### config.mk
export PLATFORM = sky130hd
export DESIGN_NAME = pair_evcnt
export DESIGN_NICKNAME = d
export VERILOG_FILES = /design/src/rtl/evc_pkg.sv /design/src/rtl/evc_edge.sv /design/src/rtl/evc_mode_fsm.sv /design/src/rtl/evc_count.sv /design/src/rtl/pair_evcnt.sv
export SDC_FILE = /design/constraint.sdc
export NUM_CORES = 1
export LEC_CHECK = 0
export ABC_AREA = 1
export BUFFER_PORTS_ARGS = -buffer_cell sky130_fd_sc_hd__clkbuf_2
export CORE_ASPECT_RATIO = 1.75
export CORE_MARGIN = 5
export CORE_UTILIZATION = 35
export DETAILED_ROUTE_END_ITERATION = 10
export PLACE_DENSITY = 0.59
export REMOVE_ABC_BUFFERS = 1
export SYNTH_ARGS = -nofsm -noshare
export SYNTH_HDL_FRONTEND = slang
export SYNTH_HIERARCHICAL = 1
export SYNTH_SLANG_ARGS = --single-unit
### constraint.sdc
create_clock -name clk -period 2.68 [get_ports clk]
set_input_delay 0.134 -clock clk [delete_from_list [all_inputs] [get_ports clk]]
set_output_delay 0.134 -clock clk [all_outputs]
set_load 0.02 [all_outputs]
### src/rtl/evc_pkg.sv
package evc_pkg;

    typedef enum logic [1:0] {
        ST_IDLE = 2'd0,
        ST_UPDN = 2'd1,
        ST_ROT  = 2'd2
    } evc_state_t;

    localparam logic [1:0] MODE_UPDN = 2'b10;
    localparam logic [1:0] MODE_ROT  = 2'b11;

    localparam logic [1:0] EDGE_OFF  = 2'b00;
    localparam logic [1:0] EDGE_RISE = 2'b01;
    localparam logic [1:0] EDGE_FALL = 2'b10;
    localparam logic [1:0] EDGE_BOTH = 2'b11;

    localparam int unsigned REG_PCFG = 0;
    localparam int unsigned REG_QCFG = 1;
    localparam int unsigned REG_IEN  = 2;
    localparam int unsigned REG_FLAG = 3;
    localparam int unsigned REG_CNT  = 4;

    localparam int unsigned CFG_W  = 4;
    localparam int unsigned NFLAG  = 2;
    localparam int unsigned FLG_OV = 0;
    localparam int unsigned FLG_UN = 1;

endpackage

### src/rtl/evc_edge.sv
module evc_edge
    import evc_pkg::*;
#(
    parameter int SYNC_STAGES = 2
) (
    input  logic       clk,
    input  logic       rst_n,
    input  logic       pin,
    input  logic [1:0] sel,
    output logic       lvl,
    output logic       evt
);

    logic [SYNC_STAGES-1:0] chain;
    logic                   prev;
    logic                   rise;
    logic                   fall;

    generate
        if (SYNC_STAGES > 1) begin : g_multi
            always_ff @(posedge clk or negedge rst_n) begin
                if (!rst_n) begin
                    chain <= '0;
                end else begin
                    chain <= {chain[SYNC_STAGES-2:0], pin};
                end
            end
        end else begin : g_single
            always_ff @(posedge clk or negedge rst_n) begin
                if (!rst_n) begin
                    chain <= '0;
                end else begin
                    chain <= pin;
                end
            end
        end
    endgenerate

    always_ff @(posedge clk or negedge rst_n) begin
        if (!rst_n) begin
            prev <= 1'b0;
        end else begin
            prev <= chain[SYNC_STAGES-1];
        end
    end

    assign lvl  = chain[SYNC_STAGES-1];
    assign rise = lvl & ~prev;
    assign fall = ~lvl & prev;

    always_comb begin
        unique case (sel)
            EDGE_OFF:  evt = 1'b0;
            EDGE_RISE: evt = rise;
            EDGE_FALL: evt = fall;
            EDGE_BOTH: evt = rise | fall;
            default:   evt = 1'b0;
        endcase
    end

endmodule

### src/rtl/evc_mode_fsm.sv
module evc_mode_fsm
    import evc_pkg::*;
(
    input  logic       clk,
    input  logic       rst_n,
    input  logic [1:0] pri_mode,
    input  logic [1:0] par_mode,
    input  logic       pri_evt,
    input  logic       par_evt,
    input  logic       par_lvl,
    output evc_state_t state,
    output logic       clr,
    output logic       inc,
    output logic       dec
);

    evc_state_t next_state;

    always_comb begin
        if (pri_mode == par_mode && pri_mode == MODE_UPDN) begin
            next_state = ST_UPDN;
        end else if (pri_mode == par_mode && pri_mode == MODE_ROT) begin
            next_state = ST_ROT;
        end else begin
            next_state = ST_IDLE;
        end
    end

    always_ff @(posedge clk or negedge rst_n) begin
        if (!rst_n) begin
            state <= ST_IDLE;
        end else begin
            state <= next_state;
        end
    end

    always_comb begin
        clr = (next_state != state);
        inc = 1'b0;
        dec = 1'b0;
        unique case (state)
            ST_IDLE: begin
                inc = 1'b0;
                dec = 1'b0;
            end
            ST_UPDN: begin
                inc = pri_evt;
                dec = par_evt;
            end
            ST_ROT: begin
                inc = pri_evt & ~par_lvl;
                dec = pri_evt & par_lvl;
            end
            default: begin
                inc = 1'b0;
                dec = 1'b0;
            end
        endcase
    end

    AST_ROT_ONE_DIR: assert property (@(posedge clk) disable iff (!rst_n)
        (state == ST_ROT) |-> !(inc && dec));

    AST_CLR_MOVES_STATE: assert property (@(posedge clk) disable iff (!rst_n)
        clr |=> (state != $past(state)));

endmodule

### src/rtl/evc_count.sv
module evc_count #(
    parameter int CNT_W = 16
) (
    input  logic             clk,
    input  logic             rst_n,
    input  logic             clr,
    input  logic             inc,
    input  logic             dec,
    output logic [CNT_W-1:0] count,
    output logic             wrap_up,
    output logic             wrap_dn
);

    localparam logic [CNT_W-1:0] CNT_MAX = '1;

    logic step_up;
    logic step_dn;

    assign step_up = inc & ~dec & ~clr;
    assign step_dn = dec & ~inc & ~clr;
    assign wrap_up = step_up && (count == CNT_MAX);
    assign wrap_dn = step_dn && (count == '0);

    always_ff @(posedge clk or negedge rst_n) begin
        if (!rst_n) begin
            count <= '0;
        end else if (clr) begin
            count <= '0;
        end else if (step_up) begin
            count <= count + 1'b1;
        end else if (step_dn) begin
            count <= count - 1'b1;
        end
    end

    AST_CLR_ZERO: assert property (@(posedge clk) disable iff (!rst_n)
        clr |=> (count == '0));

    AST_CANCEL_HOLD: assert property (@(posedge clk) disable iff (!rst_n)
        (inc && dec && !clr) |=> (count == $past(count)));

    AST_STEP_ONE: assert property (@(posedge clk) disable iff (!rst_n)
        !clr |=> (count == $past(count) || count == $past(count) + 1'b1
                  || count == $past(count) - 1'b1));

    AST_WRAP_TO_ZERO: assert property (@(posedge clk) disable iff (!rst_n)
        wrap_up |=> (count == '0));

endmodule

### src/rtl/pair_evcnt.sv
module pair_evcnt
    import evc_pkg::*;
#(
    parameter int CNT_W       = 16,
    parameter int DATA_W      = 16,
    parameter int ADDR_W      = 3,
    parameter int SYNC_STAGES = 2
) (
    input  logic              clk,
    input  logic              rst_n,
    input  logic              pin_pri,
    input  logic              pin_par,
    input  logic              wr_en,
    input  logic [ADDR_W-1:0] wr_addr,
    input  logic [DATA_W-1:0] wr_data,
    input  logic [ADDR_W-1:0] rd_addr,
    output logic [DATA_W-1:0] rd_data,
    output logic              irq
);

    localparam int NCH = 2;

    logic [CFG_W-1:0]         pri_cfg;
    logic [CFG_W-1:0]         par_cfg;
    logic [NFLAG-1:0]         ien;
    logic [NFLAG-1:0]         flags;
    logic [NFLAG-1:0]         flag_set;
    logic [NFLAG-1:0]         flag_w1c;
    logic [NCH-1:0]           pins;
    logic [NCH-1:0]           lvl;
    logic [NCH-1:0]           evt;
    logic [NCH-1:0][1:0]      sel;
    logic                     wr_pcfg;
    logic                     wr_qcfg;
    logic                     wr_ien;
    logic                     wr_flag;
    evc_state_t               state;
    logic                     clr;
    logic                     inc;
    logic                     dec;
    logic [CNT_W-1:0]         count;
    logic                     wrap_up;
    logic                     wrap_dn;
    logic                     unused_bits;

    assign wr_pcfg = wr_en && (wr_addr == ADDR_W'(REG_PCFG));
    assign wr_qcfg = wr_en && (wr_addr == ADDR_W'(REG_QCFG));
    assign wr_ien  = wr_en && (wr_addr == ADDR_W'(REG_IEN));
    assign wr_flag = wr_en && (wr_addr == ADDR_W'(REG_FLAG));

    always_ff @(posedge clk or negedge rst_n) begin
        if (!rst_n) begin
            pri_cfg <= '0;
            par_cfg <= '0;
            ien     <= '0;
        end else begin
            if (wr_pcfg) pri_cfg <= wr_data[CFG_W-1:0];
            if (wr_qcfg) par_cfg <= wr_data[CFG_W-1:0];
            if (wr_ien)  ien     <= wr_data[NFLAG-1:0];
        end
    end

    assign pins   = {pin_par, pin_pri};
    assign sel[0] = pri_cfg[1:0];
    assign sel[1] = par_cfg[1:0];

    generate
        for (genvar g = 0; g < NCH; g++) begin : g_ch
            evc_edge #(
                .SYNC_STAGES (SYNC_STAGES)
            ) u_edge (
                .clk   (clk),
                .rst_n (rst_n),
                .pin   (pins[g]),
                .sel   (sel[g]),
                .lvl   (lvl[g]),
                .evt   (evt[g])
            );
        end
    endgenerate

    evc_mode_fsm u_fsm (
        .clk      (clk),
        .rst_n    (rst_n),
        .pri_mode (pri_cfg[3:2]),
        .par_mode (par_cfg[3:2]),
        .pri_evt  (evt[0]),
        .par_evt  (evt[1]),
        .par_lvl  (lvl[1]),
        .state    (state),
        .clr      (clr),
        .inc      (inc),
        .dec      (dec)
    );

    evc_count #(
        .CNT_W (CNT_W)
    ) u_cnt (
        .clk     (clk),
        .rst_n   (rst_n),
        .clr     (clr),
        .inc     (inc),
        .dec     (dec),
        .count   (count),
        .wrap_up (wrap_up),
        .wrap_dn (wrap_dn)
    );

    assign flag_set[FLG_OV] = wrap_up;
    assign flag_set[FLG_UN] = wrap_dn;
    assign flag_w1c         = wr_flag ? wr_data[NFLAG-1:0] : '0;

    generate
        for (genvar f = 0; f < NFLAG; f++) begin : g_flag
            always_ff @(posedge clk or negedge rst_n) begin
                if (!rst_n) begin
                    flags[f] <= 1'b0;
                end else begin
                    flags[f] <= flag_set[f] | (flags[f] & ~flag_w1c[f]);
                end
            end
        end
    endgenerate

    assign irq = |(flags & ien);

    always_comb begin
        rd_data = '0;
        if (rd_addr == ADDR_W'(REG_PCFG)) begin
            rd_data[CFG_W-1:0] = pri_cfg;
        end else if (rd_addr == ADDR_W'(REG_QCFG)) begin
            rd_data[CFG_W-1:0] = par_cfg;
        end else if (rd_addr == ADDR_W'(REG_IEN)) begin
            rd_data[NFLAG-1:0] = ien;
        end else if (rd_addr == ADDR_W'(REG_FLAG)) begin
            rd_data[NFLAG-1:0] = flags;
        end else if (rd_addr == ADDR_W'(REG_CNT)) begin
            rd_data[CNT_W-1:0] = count;
        end
    end

    assign unused_bits = ^{wr_data[DATA_W-1:CFG_W], lvl[0]};

    AST_IDLE_HOLD: assert property (@(posedge clk) disable iff (!rst_n)
        (state == ST_IDLE && !clr) |=> $stable(count));

    AST_FLAG_STICKY: assert property (@(posedge clk) disable iff (!rst_n)
        (flags[FLG_OV] && !flag_w1c[FLG_OV]) |=> flags[FLG_OV]);

    AST_IRQ_NEEDS_FLAG: assert property (@(posedge clk) disable iff (!rst_n)
        irq |-> (flags != '0));

    AST_COUNT_NOT_WRITABLE: assert property (@(posedge clk) disable iff (!rst_n)
        (wr_en && wr_addr == ADDR_W'(REG_CNT) && !inc && !dec && !clr)
        |=> $stable(count));

endmodule

Word level (Yosys, flattened, before mapping)
Cells that the tools add are included.
{"block": "word_totals", "regBits": 36, "input_bits": 27}
{"block": "op_classes", "add_sub_neg": 2, "n_eq_ne": 20, "n_mux": 19, "bitwise": 26, "n_reduce_logical": 15}
{"op": "$mux W16", "count": 4}
{"op": "$mux W14", "count": 2}
{"op": "$mux W12", "count": 2}
{"op": "$add A16 B1 Y16 const B", "count": 1}
{"op": "$eq A16 B16 Y1 const B", "count": 1}
{"op": "$logic_not A16 Y1", "count": 1}
{"op": "$sub A16 B1 Y16 const B", "count": 1}
{"op": "$eq A2 B2 Y1 const B", "count": 7}
{"op": "$and A1 B1 Y1", "count": 12}
{"op": "$eq A3 B2 Y1 const B", "count": 4}
{"op": "$mux W2", "count": 5}
{"op": "$not A1 Y1", "count": 9}
{"op": "$logic_and A1 B1 Y1", "count": 8}
{"op": "$mux W4", "count": 2}
{"op": "$pmux W1 S4", "count": 2}
{"op": "$eq A2 B1 Y1 const B", "count": 3}
{"op": "$eq A3 B1 Y1 const B", "count": 2}
{"op": "$logic_not A3 Y1", "count": 2}
{"op": "$logic_not A2 Y1", "count": 2}
{"op": "$or A1 B1 Y1", "count": 4}
{"op": "$pmux W1 S2", "count": 2}
{"op": "$eq A3 B3 Y1 const B", "count": 1}
{"op": "$reduce_bool A3 Y1", "count": 1}
{"op": "$and A2 B2 Y2", "count": 1}
{"op": "3 further kinds", "count": 3}

Depth between registers and ports, before layout
Gate-level depths: netlist (run 1).
{"block": "depth", "word_depth": 12, "mapped_depth": 20, "mapped_depth_nobuf": 20}

Modules after synthesis
Netlist (run 1), hierarchy kept.
{"mod": "evc_count", "instances": 1, "cells_per_inst": 263, "area_each_um2": 1671.6}
{"mod": "pair_evcnt", "instances": 1, "cells_per_inst": 114, "area_each_um2": 778.2}
{"mod": "evc_edge", "instances": 2, "cells_per_inst": 14, "area_each_um2": 138.9}
{"mod": "evc_mode_fsm", "instances": 1, "cells_per_inst": 29, "area_each_um2": 180.2}

Least setup slack after synthesis (run 1)
No wires, ideal clock.
{"block": "synth_path", "kind": "flip-flop to flip-flop", "from": "reg g_ch[0].u_edge.chain[1]", "to": "reg u_cnt.count[13]", "setup_ns": 0.117, "t_arrival_ns": 2.837, "required_time_ns": 2.563, "setup_slack_ns": -0.273, "path_stages_with_launch": 19, "path_buffers": 0, "synth_period_minus_slack_ns": 2.953, "path_cell_list": "dfrtp_1 -> inv_1 -> ha_1 -> inv_1 -> nand3_1 -> nand3_1 -> nand2_1 -> nor2_1 -> inv_1 -> nor2_1 -> nand2_1 -> ha_1 -> or2_2 -> nand3_1 -> nand2_1 -> nand2_1 -> nand3_1 -> nand3_2 -> nand2_1"}
{"element": "from (decl)", "line": "evc_edge.sv:14", "rtl": "logic [SYNC_STAGES-1:0] chain;"}
{"element": "from (signal assigned)", "line": "evc_edge.sv:25", "rtl": "chain <= {chain[SYNC_STAGES-2:0], pin};"}
{"element": "$not A1 Y1", "line": "evc_edge.sv:49", "rtl": "assign fall = ~lvl & prev;"}
{"element": "$and A1 B1 Y1", "line": "evc_edge.sv:49"}
{"element": "$or A1 B1 Y1", "line": "evc_edge.sv:56", "rtl": "EDGE_BOTH: evt = rise | fall;"}
{"element": "$pmux W1 S4 *", "line": "evc_edge.sv:52", "rtl": "unique case (sel)"}
{"element": "net evt[0]", "line": "pair_evcnt.sv:31", "rtl": "logic [NCH-1:0] evt;"}
{"element": "$and A1 B1 Y1", "line": "evc_mode_fsm.sv:51", "rtl": "inc = pri_evt & ~par_lvl;"}
{"element": "$pmux W1 S2 *", "line": "evc_mode_fsm.sv:41", "rtl": "unique case (state)"}
{"element": "net inc", "line": "pair_evcnt.sv:39", "rtl": "logic inc;"}
{"element": "$and A1 B1 Y1 or $not A1 Y1 (tied branches)", "line": "evc_count.sv:19, evc_count.sv:20"}
{"element": "$and A1 B1 Y1 (on tied branches)", "line": "evc_count.sv:19, evc_count.sv:20"}
{"element": "$mux W16 or $and A1 B1 Y1 (tied branches)", "line": "evc_count.sv:29, evc_count.sv:20"}
{"element": "$mux W16 or $reduce_bool A3 Y1 (tied branches)"}
{"element": "to (signal assigned)", "line": "evc_count.sv:30", "rtl": "count <= count + 1'b1;"}
{"element": "to (signal assigned)", "line": "evc_count.sv:32", "rtl": "count <= count - 1'b1;"}
{"element": "to (decl)", "line": "evc_count.sv:9", "rtl": "output logic [CNT_W-1:0] count,"}
Mark *: on every way through the listed nets, which the timed path passes. The rest lies on a longest branch.
A chain may end at the register's enable or synchronous reset.

Final worst setup path (run 1)
{"block": "layout_path", "from": "reg g_ch[0].u_edge.prev", "to": "reg u_cnt.count[7]"}
{"element": "from (decl)", "line": "evc_edge.sv:15", "rtl": "logic prev;"}
{"element": "from (signal assigned)", "line": "evc_edge.sv:43", "rtl": "prev <= chain[SYNC_STAGES-1];"}
{"element": "$not A1 Y1", "line": "evc_edge.sv:48", "rtl": "assign rise = lvl & ~prev;"}
{"element": "$and A1 B1 Y1", "line": "evc_edge.sv:48"}
{"element": "$or A1 B1 Y1", "line": "evc_edge.sv:56"}
{"element": "$pmux W1 S4 *", "line": "evc_edge.sv:52"}
{"element": "net evt[0]", "line": "pair_evcnt.sv:31"}
{"element": "$and A1 B1 Y1", "line": "evc_mode_fsm.sv:51"}
{"element": "$pmux W1 S2 *", "line": "evc_mode_fsm.sv:41"}
{"element": "net inc", "line": "pair_evcnt.sv:39"}
{"element": "$and A1 B1 Y1 or $not A1 Y1 (tied branches)", "line": "evc_count.sv:19, evc_count.sv:20"}
{"element": "$and A1 B1 Y1 (on tied branches)", "line": "evc_count.sv:19, evc_count.sv:20"}
{"element": "$mux W16 or $and A1 B1 Y1 (tied branches)", "line": "evc_count.sv:29, evc_count.sv:20"}
{"element": "$mux W16 or $reduce_bool A3 Y1 (tied branches)"}
Marks and branches as above.

==> metrics.txt, run 1 <==
FMAX=0.361 GHz; core area=8200 um^2; largest net degree at the start of global routing=37; Max Cap Viol=0; Residual DRC=0; synthesized flop and latch total=36; count of final max-slew check failures=0; critical path required time=2880 ps; drt wl/cell=13.7 um; TritonRoute pass-1 iters=4; layout net count=562; initial core utilization=35.4%; die span in x=78.9 um; first-pass GRT wire length=12.9 mm; Final Setup Violations=10; worst IR drop on VDD=0.345 mV; actual slew at the worst max-slew pin=901 ps; dpl cells=582; IO Pins=44; pwr/cell area=1010 nW/um^2; CTS tree=done; cell repeated most along the worst path=nand2_4; drt total wl=8.27 mm; Setup TNS Final=-448 ps; clk buf depth=2; die height=131 um; CP Max Fanout=8; Leak Pwr=2.13 nW; initial antenna violation count=0; failing checks=hold timing, setup timing; DRT iter0 DRCs=120; Clock Latency Late Sink=280 ps; Crit Path Category=reg2reg; Num CTS Buffers=5; RSZ-0062 raised after global routing=yes; Via density=4.89; port bufs=31; crit path DAT=2970 ps; slew margin rel.=39.9%; gr ovfl total=0; Finished Layout Cells=603; Area Overhead vs Synth=42.9%; Netlist cell types=26; grt met2 use=31.4%; via count=2947; most common cell after layout, fill and taps aside=nand2_1; number of flops mapped to enable cells by yosys=0; synthesized area=2910 um^2; Primary FF master, synth=dfrtp_1; Post-DRT Antenna Nets=0; Setup Skew=3.39 ps; Fin. Hold Viols=36; sequential area share after synthesis=31.0%; worst hold slack=-29.6 ps; DP HPWL=5.90 mm; post-route cell area=4150 um^2; clk sinks=36; clock transition at the registers of the reported paths=60 ps; CP max stage delay=380 ps; most frequent cells in the layout=nand2_1 (97), inv_1 (86), dfrtp_1 (36); Final period util=103%; cell at the slowest stage of the critical path=dfrtp_1; ant diodes=0; Std-Cell Rows=44; layout cells sized above 1=38.7%; die footprint=10300 um^2; H-tree lvl count=2; vias in the first global route=2908; CTS root buffer=clkbuf_16; Hold Crit Class=in2async; layer with the highest usage=met2; CP endpoint kind=flop; status=finished with violations; delay-heaviest family, CP=simple AND/OR/NAND/NOR gates; Area after DPL=3360 um^2; fin crit period=2770 ps; Post-synth ARST share=100%; CP Buf/Inv Count=6; GR Util met1=15.9%; critical path, cell by cell=ha_1 -> inv_1 -> nand3_2 -> nand3_2 -> nand2_2 -> nor2_2 -> inv_2 -> nor2_4 -> nand2_4 -> buf_12 -> buf_12 -> ha_4 -> nand2_4 -> inv_4 -> a21oi_4 -> nand2_4 -> buf_6 -> nand2_2 -> nand2_1 -> o22ai_2; Setup WS post-layout=-90.8 ps; Syn Inst Count=434; Yosys warnings=6; gpl congestion=0.841; GRT Resource Usage Total=15.9%; Worst Setup Start Kind=flop; syn_area_per_cell=6.70 um^2; M3 GR Usage=1.65%
state kept, by name, indices dropped and copies added, names as in the netlist:
name / flops
ien: 2
g_ch.u_edge/chain: 4
pri_cfg: 4
u_cnt/count: 16
g_ch.u_edge/prev: 2
u_fsm/state: 2
flags: 2
par_cfg: 4
what timing repair did:
item / CTS / global route
cloned: 0 / 1
hold buffers: 2 / 0
endpoints found under the setup margin: 13 / 12
endpoints found under the hold margin: 2 / 0
setup buffers: 4 / 7
gates resized for setup: 41 / 76
pin swaps: 8 / 45
power by group:
part | internal (W) | switching [W]
clock | 0.000337 | 0.000221
combinational | 0.00120 | 0.00153
sequential | 0.000690 | 0.000235
worst register-to-register path, stage by stage, from the launching register on:
cell,delay [ps]
dfrtp_1,380
ha_1,290
inv_1,80
nand3_2,70
nand3_2,80
nand2_2,70
nor2_2,120
inv_2,60
nor2_4,110
nand2_4,90
buf_12,150
buf_12,150
ha_4,270
nand2_4,100
inv_4,50
a21oi_4,140
nand2_4,90
buf_6,130
nand2_2,50
nand2_1,70
o22ai_2,130
through the flow:
stage | total power, W | utilization [%] | hold WS, ps | setup WS [ps]
2_1_floorplan | 0.00220 | - | -162 | -277
3_3_place_gp | 0.00278 | 40.9 | 242 | -204
3_5_place_dp | 0.00282 | 40.9 | 244 | -269
4_1_cts | 0.00358 | 45.6 | 6.06 | -1.36
5_1_grt | 0.00459 | 50.6 | 48.3 | -264
6_report | 0.00422 | 50.6 | -29.6 | -90.8
cells in the mapped netlist (2+ instances only):
| cell type | count | area, um^2 |
|---|---|---|
| a21oi_1 | 9 | 45.0 |
| buf_6 | 2 | 22.5 |
| dfrtp_1 | 36 | 901 |
| ha_1 | 23 | 288 |
| inv_1 | 91 | 342 |
| inv_2 | 3 | 11.3 |
| nand2_1 | 136 | 510 |
| nand2_2 | 4 | 25.0 |
| nand3_1 | 30 | 150 |
| nand3_2 | 9 | 90.1 |
| nand3b_1 | 3 | 22.5 |
| nand4_1 | 7 | 43.8 |
| nor2_1 | 28 | 105 |
| nor2_2 | 9 | 56.3 |
| nor2_4 | 3 | 33.8 |
| nor3_1 | 4 | 20.0 |
| nor4_1 | 5 | 31.3 |
| o21ai_0 | 16 | 80.1 |
| o21ai_1 | 3 | 15.0 |
| o22ai_1 | 5 | 31.3 |
| xnor2_1 | 3 | 26.3 |
layer usage:
metal | up-vias | routed length, um
met1 | 1371 | 3040
met4 | 0 | 408
met5 | - | 0
met2 | 52 | 4630
li1 | 1500 | -
met3 | 24 | 187
cell families after synthesis:
group | after synthesis | synth area share [%]
xor gates and xnor gates | 3 | 0.904
and+or+nand+nor | 241 | 38.4
buffers and inverters | 96 | 12.9
AOI/OAI and AO/OA | 34 | 6.20
adders and majority gates | 24 | 10.6
DFF | 36 | 31.0
cell type report:
type | instances | area [um^2]
Multi-Input combinational cell | 302 | 2120
Timing Repair Buffer | 72 | 522
Fill cell | 774 | 4050
Sequential cell | 36 | 901
Clock buffer | 5 | 125
Tap cell | 92 | 115
Inverter | 94 | 355
Clock inverter | 2 | 12.5
final timing paths:
path / from / endpoint / slack [ps] / depth (start not counted)
worst max-delay path: g_ch[0].u_edge/prev / u_cnt/count[7] / -90 / 20
worst min-delay path: rst_n / g_ch[0].u_edge/prev / -30 / 1
worst max register to register: g_ch[0].u_edge/prev / u_cnt/count[7] / -90 / 20
worst min register to register: g_ch[1].u_edge/chain[0] / g_ch[1].u_edge/chain[1] / 360 / 0
max in group asynchronous: rst_n / ien[1] / 2140 / 1
min in group clk: wr_data[3] / pri_cfg[3] / 130 / 3
(Power assumes the default switching activity.)
==> inputs of run 2 (changes only) <==
PLACE_DENSITY = 0.66   (was 0.59)
==> run 2 against run 1 <==
Net effect:
- the run ends with hold timing left
- via count grew 2.4%
- utilization shrank 0.26 points
- largest cell class unchanged
- worst setup slack gained 120 ps
- largest power group unchanged
==> metrics.txt, run 2 (same netlist as run 1, synthesis figures left out) <==
gpl congestion=0.838 (-0.31%); fin crit period=2650 ps (-118 ps); register area=901 um^2 (unchanged); Clock Latency Late Sink=280 ps (about the same); FMAX=0.377 GHz (+4.5%); Multi-input gate area=2120 um^2 (-0.29%); Setup Skew=2.14 ps (-1.25 ps); CP Buf/Inv Count=5 (-1); H-tree lvl count=2 (unchanged); Via density=5.05 (+3.2%); layout cells sized above 1=38.3% (-0.41 points); delay-heaviest family, CP=simple AND/OR/NAND/NOR gates; die footprint=10300 um^2 (unchanged); final core occ=50.4% (-0.26 points); clk buf depth=2 (unchanged); RSZ-0062 raised after global routing=yes; IO Pins=44 (unchanged); CP Max Fanout=5 (-3); largest net degree at the start of global routing=37 (unchanged); worst IR drop on VDD=0.342 mV (-0.95%); first-pass GRT wire length=13.4 mm (+3.8%); Num CTS Buffers=5 (unchanged); Fin. Hold Viols=36 (unchanged); via count=3017 (+2.4%); DP HPWL=5.97 mm (+1.1%); CTS root buffer=clkbuf_16; failing checks=hold timing; Std-Cell Rows=44 (unchanged); max FFs per register=16 (unchanged); Top reg by flops=u_cnt/count; TritonRoute pass-1 iters=4 (unchanged); initial antenna violation count=0 (unchanged); Worst Setup Start Kind=flop; vias in the first global route=2988 (+2.8%); cell at the slowest stage of the critical path=dfrtp_1; gr ovfl total=0 (unchanged); die height=131 um (unchanged); Leak Pwr=2.11 nW (-1.2%); Area Overhead vs Synth=42.1%; slew margin rel.=39.4% (-0.47 points); critical path required time=2850 ps (-30 ps); post-route cell area=4130 um^2 (-0.51%); crit path DAT=2820 ps (-150 ps); clk sinks=36 (unchanged); initial core utilization=35.4% (unchanged); status=finished with violations; drt wl/cell=14.1 um (+2.7%); Crit Path Category=reg2reg; drt total wl=8.42 mm (+1.9%); most common cell after layout, fill and taps aside=nand2_1; Final Setup Violations=0 (-10); CP max stage delay=380 ps (about the same); total power=0.00428 W (+1.5%); number of fill cells in the layout=740 (-4.4%); die span in x=78.9 um (unchanged); Final period util=99.0% (-4.4 points); port bufs=31 (unchanged); Area after DPL=3360 um^2 (about the same); pwr/cell area=1040 nW/um^2 (+2.0%); Max Cap Viol=0 (unchanged); Setup TNS Final=0 ps (+448 ps); critical path, cell by cell=ha_1 -> inv_1 -> nand3_1 -> nand3_1 -> nand2_2 -> nor2_1 -> inv_1 -> nor2_4 -> nand2_4 -> buf_12 -> ha_4 -> buf_6 -> nand2_2 -> nor2_1 -> nand2_1 -> nand3_4 -> buf_6 -> nand2_2 -> nand2_1 -> o22ai_1; ant diodes=0 (unchanged); worst hold slack=-28.5 ps (+1.13 ps); CP endpoint kind=flop; DRT iter0 DRCs=204 (+70%); actual slew at the worst max-slew pin=908 ps (+7.10 ps); layout net count=556 (-1.1%); CTS tree=done; cell repeated most along the worst path=nand2_2; clock transition at the registers of the reported paths=60 ps (about the same); core area=8200 um^2 (unchanged); GRT Resource Usage Total=16.6% (+0.79 points); Post-DRT Antenna Nets=0 (unchanged); most frequent cells in the layout=nand2_1 (91), inv_1 (86), nand2_2 (42); count of final max-slew check failures=0 (unchanged); Hold Crit Class=in2async; Residual DRC=0 (unchanged)
run 2: cell count changes in the layout (fill, tap and decap cells not counted), moves of 3 or more:
cell	change
nand3_1	+3
nand2_1	-6
nand3_2	-5
buf_4	-7
nand2_2	+7
run 2: timing repair:
action,CTS,global route
setup endpoints to repair,11,13
gates cloned,2,0
buffers inserted,3,3
endpoints found under the hold margin,2,0
gates resized for setup,50,66
hold buffers,2,0
pin swaps,16,32
run 2: layout make-up:
type | count | area share, %
multi-input cells | 302 | 51.2
flip-flops and latches | 36 | 21.8
repair buffers | 66 | 12.0
inverters | 94 | 8.60
clock buffers | 7 | 3.45
well taps | 92 | 2.79
clock inverters | 1 | 0.182
run 2: path summary, 6_finish.rpt:
kind | startpoint | slack [ps] | cells after the start | end
setup / recovery | g_ch[0].u_edge/prev | 30 | 20 | u_cnt/count[6]
hold / removal | rst_n | -30 | 1 | ien[0]
setup reg to reg | g_ch[0].u_edge/prev | 30 | 20 | u_cnt/count[6]
hold reg to reg | g_ch[0].u_edge/chain[0] | 350 | 0 | g_ch[0].u_edge/chain[1]
max in group asynchronous | rst_n | 2150 | 1 | u_cnt/count[12]
min in group clk | wr_data[2] | 120 | 3 | pri_cfg[2]
run 2: power by group:
| part | internal (W) | switching, W |
|---|---|---|
| clock | 0.000370 | 0.000226 |
| sequential | 0.000690 | 0.000238 |
| combinational | 0.00119 | 0.00156 |
run 2: routing by layer:
layer  vias up  routed length [um]  GRT usage (%)
li1       1490                   -              -
met1      1414                2900           15.2
met2        84                4810           33.0
met3        29                 280           2.06
met4         0                 427           11.9
met5         -                   0              0
run 2: through the flow:
stage / hold slack, ps / instances / setup WS [ps]
after detailed placement: 244 / 580 / -127
final: -28.5 / 598 / 27.6
after CTS: 0.0734 / 595 / -3.44
after global routing: 39.5 / 598 / -145
after global placement: 242 / 580 / -73.6
after floorplan: -162 / 432 / -277
==> inputs of run 3 (changes only) <==
CORE_UTILIZATION = 52   (was 35)
PLACE_DENSITY = 0.88   (was 0.66)
==> run 3 against run 2 <==
Net effect:
- the run ends with setup timing left
- critical path depth is the same
- die area shrank 30%
- first-iteration DRC count grew 130%
- hold slack gained 120 ps
- non-clock buffer count shrank 1
- via count grew 14%
- total power shrank 0.56%
- maximum frequency shrank 8.3%
- clock skew grew 2.1 ps
- critical path type unchanged
- critical endpoint is now u_cnt/count[7]
- largest cell class unchanged
- highest routed layer unchanged
==> metrics.txt, run 3 (same netlist as run 1, synthesis figures left out) <==
RSZ-0062 raised after global routing=yes; count of final max-slew check failures=0 (unchanged); TritonRoute pass-1 iters=5 (+1); dpl ws=-288 ps (-161 ps); gr ovfl total=0 (unchanged); post-route cell area=3970 um^2 (-3.9%); CP Buf/Inv Count=6 (+1); FMAX=0.346 GHz (-8.3%); first-pass GRT wire length=13.8 mm (+3.0%); layout net count=555 (-0.18%); clock transition at the registers of the reported paths=70 ps (about the same); Final Setup Violations=10 (+10); cell at the slowest stage of the critical path=dfrtp_1; Final period util=108% (+9.0 points); Finished Layout Cells=580 (-3.0%); failing checks=setup timing; drt wl/cell=19.1 um (+36%); CTS root buffer=clkbuf_8; max FFs per register=16 (unchanged); Setup TNS Final=-858 ps (-858 ps); Via density=5.95 (+18%); crit path DAT=3110 ps (+290 ps); status=finished with violations; worst IR drop on VDD=0.458 mV (+34%); Std-Cell Rows=36 (-18%); delay-heaviest family, CP=simple AND/OR/NAND/NOR gates; DP HPWL=5.90 mm (-1.2%); IO Pins=44 (unchanged); port bufs=31 (unchanged); GRT Resource Usage Total=24.6% (+7.9 points); Residual DRC=0 (unchanged); Max Cap Viol=0 (unchanged); Leak Pwr=2.07 nW (-1.7%); die height=109 um (-17%); Top reg by flops=u_cnt/count; die footprint=7250 um^2 (-30%); H-tree lvl count=2 (unchanged); drt total wl=11.1 mm (+32%); Num CTS Buffers=5 (unchanged); clk buf depth=2 (unchanged); Area Overhead vs Synth=36.6%; most frequent cells in the layout=nand2_1 (100), inv_1 (85), dfrtp_1 (36); most common cell after layout, fill and taps aside=nand2_1; Worst Setup Start Kind=flop; CTS tree=done; via count=3450 (+14%); Setup Skew=4.29 ps (+2.15 ps); CP endpoint kind=flop; pwr/cell area=1070 nW/um^2 (+3.4%); initial antenna violation count=0 (unchanged); dpl cells=558 (-3.8%); slew margin rel.=38.8% (-0.63 points); Fin. Hold Viols=0 (-100%); critical path, cell by cell=inv_1 -> ha_1 -> inv_1 -> nand3_1 -> nand3_1 -> nand2_2 -> nor2_2 -> inv_2 -> nor2_4 -> nand2_4 -> buf_12 -> ha_1 -> nand2_2 -> inv_2 -> a21oi_2 -> nand2_4 -> buf_4 -> nand2_1 -> nand2_1 -> o22ai_1; Hold Crit Class=in2reg; vias in the first global route=3082 (+3.1%); Area after DPL=3280 um^2 (-2.3%); Crit Path Category=reg2reg; Clock Latency Late Sink=310 ps (+30 ps); largest net degree at the start of global routing=37 (unchanged); CP max stage delay=380 ps (about the same); final core occ=72.3% (+22 points); layout cells sized above 1=35.3% (-3.0 points); die span in x=66.5 um (-16%); Post-DRT Antenna Nets=0 (unchanged); initial core utilization=52.9% (+17 points); critical path required time=2900 ps (+50 ps); ant diodes=0 (unchanged); fin crit period=2890 ps (+240 ps); Setup WS post-layout=-212 ps (-240 ps); core area=5500 um^2 (-33%); actual slew at the worst max-slew pin=918 ps (+9.40 ps); gpl congestion=0.919 (+9.6%); DRT iter0 DRCs=471 (+130%); CP Max Fanout=5 (unchanged); clk sinks=36 (unchanged)
==> run 3: stage by stage <==
stage	hold slack, ps	total power (W)
2_1_floorplan	-162	0.00220
3_3_place_gp	242	0.00265
3_5_place_dp	245	0.00274
4_1_cts	108	0.00332
5_1_grt	115	0.00445
6_report	90.6	0.00425
==> run 3: area by class of cell <==
type | instances | area [um^2]
multi-input cells | 302 | 2050
fillers | 334 | 1520
flip-flops and latches | 36 | 901
repair buffers | 65 | 477
inverters | 94 | 353
clock buffers | 7 | 96.3
well taps | 76 | 95.1
==> run 3: timing repair <==
action | CTS | global route
resized for setup | 29 | 71
pin swaps | 6 | 32
buffers inserted | 2 | 8
hold endpoints to repair | 38 | 0
hold buffers | 3 | 0
gates cloned | 0 | 2
endpoints found under the setup margin | 13 | 13
==> run 3: final timing paths <==
kind | slack, ps | from | cells after the start | to
setup / recovery | -210 | g_ch[0].u_edge/chain[1] | 20 | u_cnt/count[7]
hold / removal | 90 | wr_data[2] | 3 | par_cfg[2]
setup reg to reg | -210 | g_ch[0].u_edge/chain[1] | 20 | u_cnt/count[7]
hold reg to reg | 360 | g_ch[0].u_edge/chain[0] | 0 | g_ch[0].u_edge/chain[1]
max in group asynchronous | 1600 | rst_n | 2 | flags[1]
min in group asynchronous | 500 | rst_n | 2 | g_ch[0].u_edge/prev
==> run 3: report_power, final <==
group	switching [W]	total, W	internal (W)
sequential	0.000252	0.000940	0.000688
combinational	0.00175	0.00288	0.00112
clock	0.000207	0.000436	0.000229
total	0.00221	0.00425	0.00204
==> run 3: worst min-delay path: cells and delay by family <==
kind | cells | cell delay (ps)
buffers and inverters | 2 | 140
AOI/OAI and AO/OA | 1 | 80
==> run 3: metal layers <==
| metal | vias to the layer above | GRT usage (%) | wire [um] | part of all wire (%) |
|---|---|---|---|---|
| li1 | 1493 | - | - | - |
| met1 | 1607 | 23.9 | 3840 | 35 |
| met2 | 263 | 46.8 | 5590 | 50 |
| met3 | 87 | 2.68 | 850 | 7.7 |
| met4 | 0 | 15.8 | 826 | 7.4 |
| met5 | - | 0 | 0 | 0 |
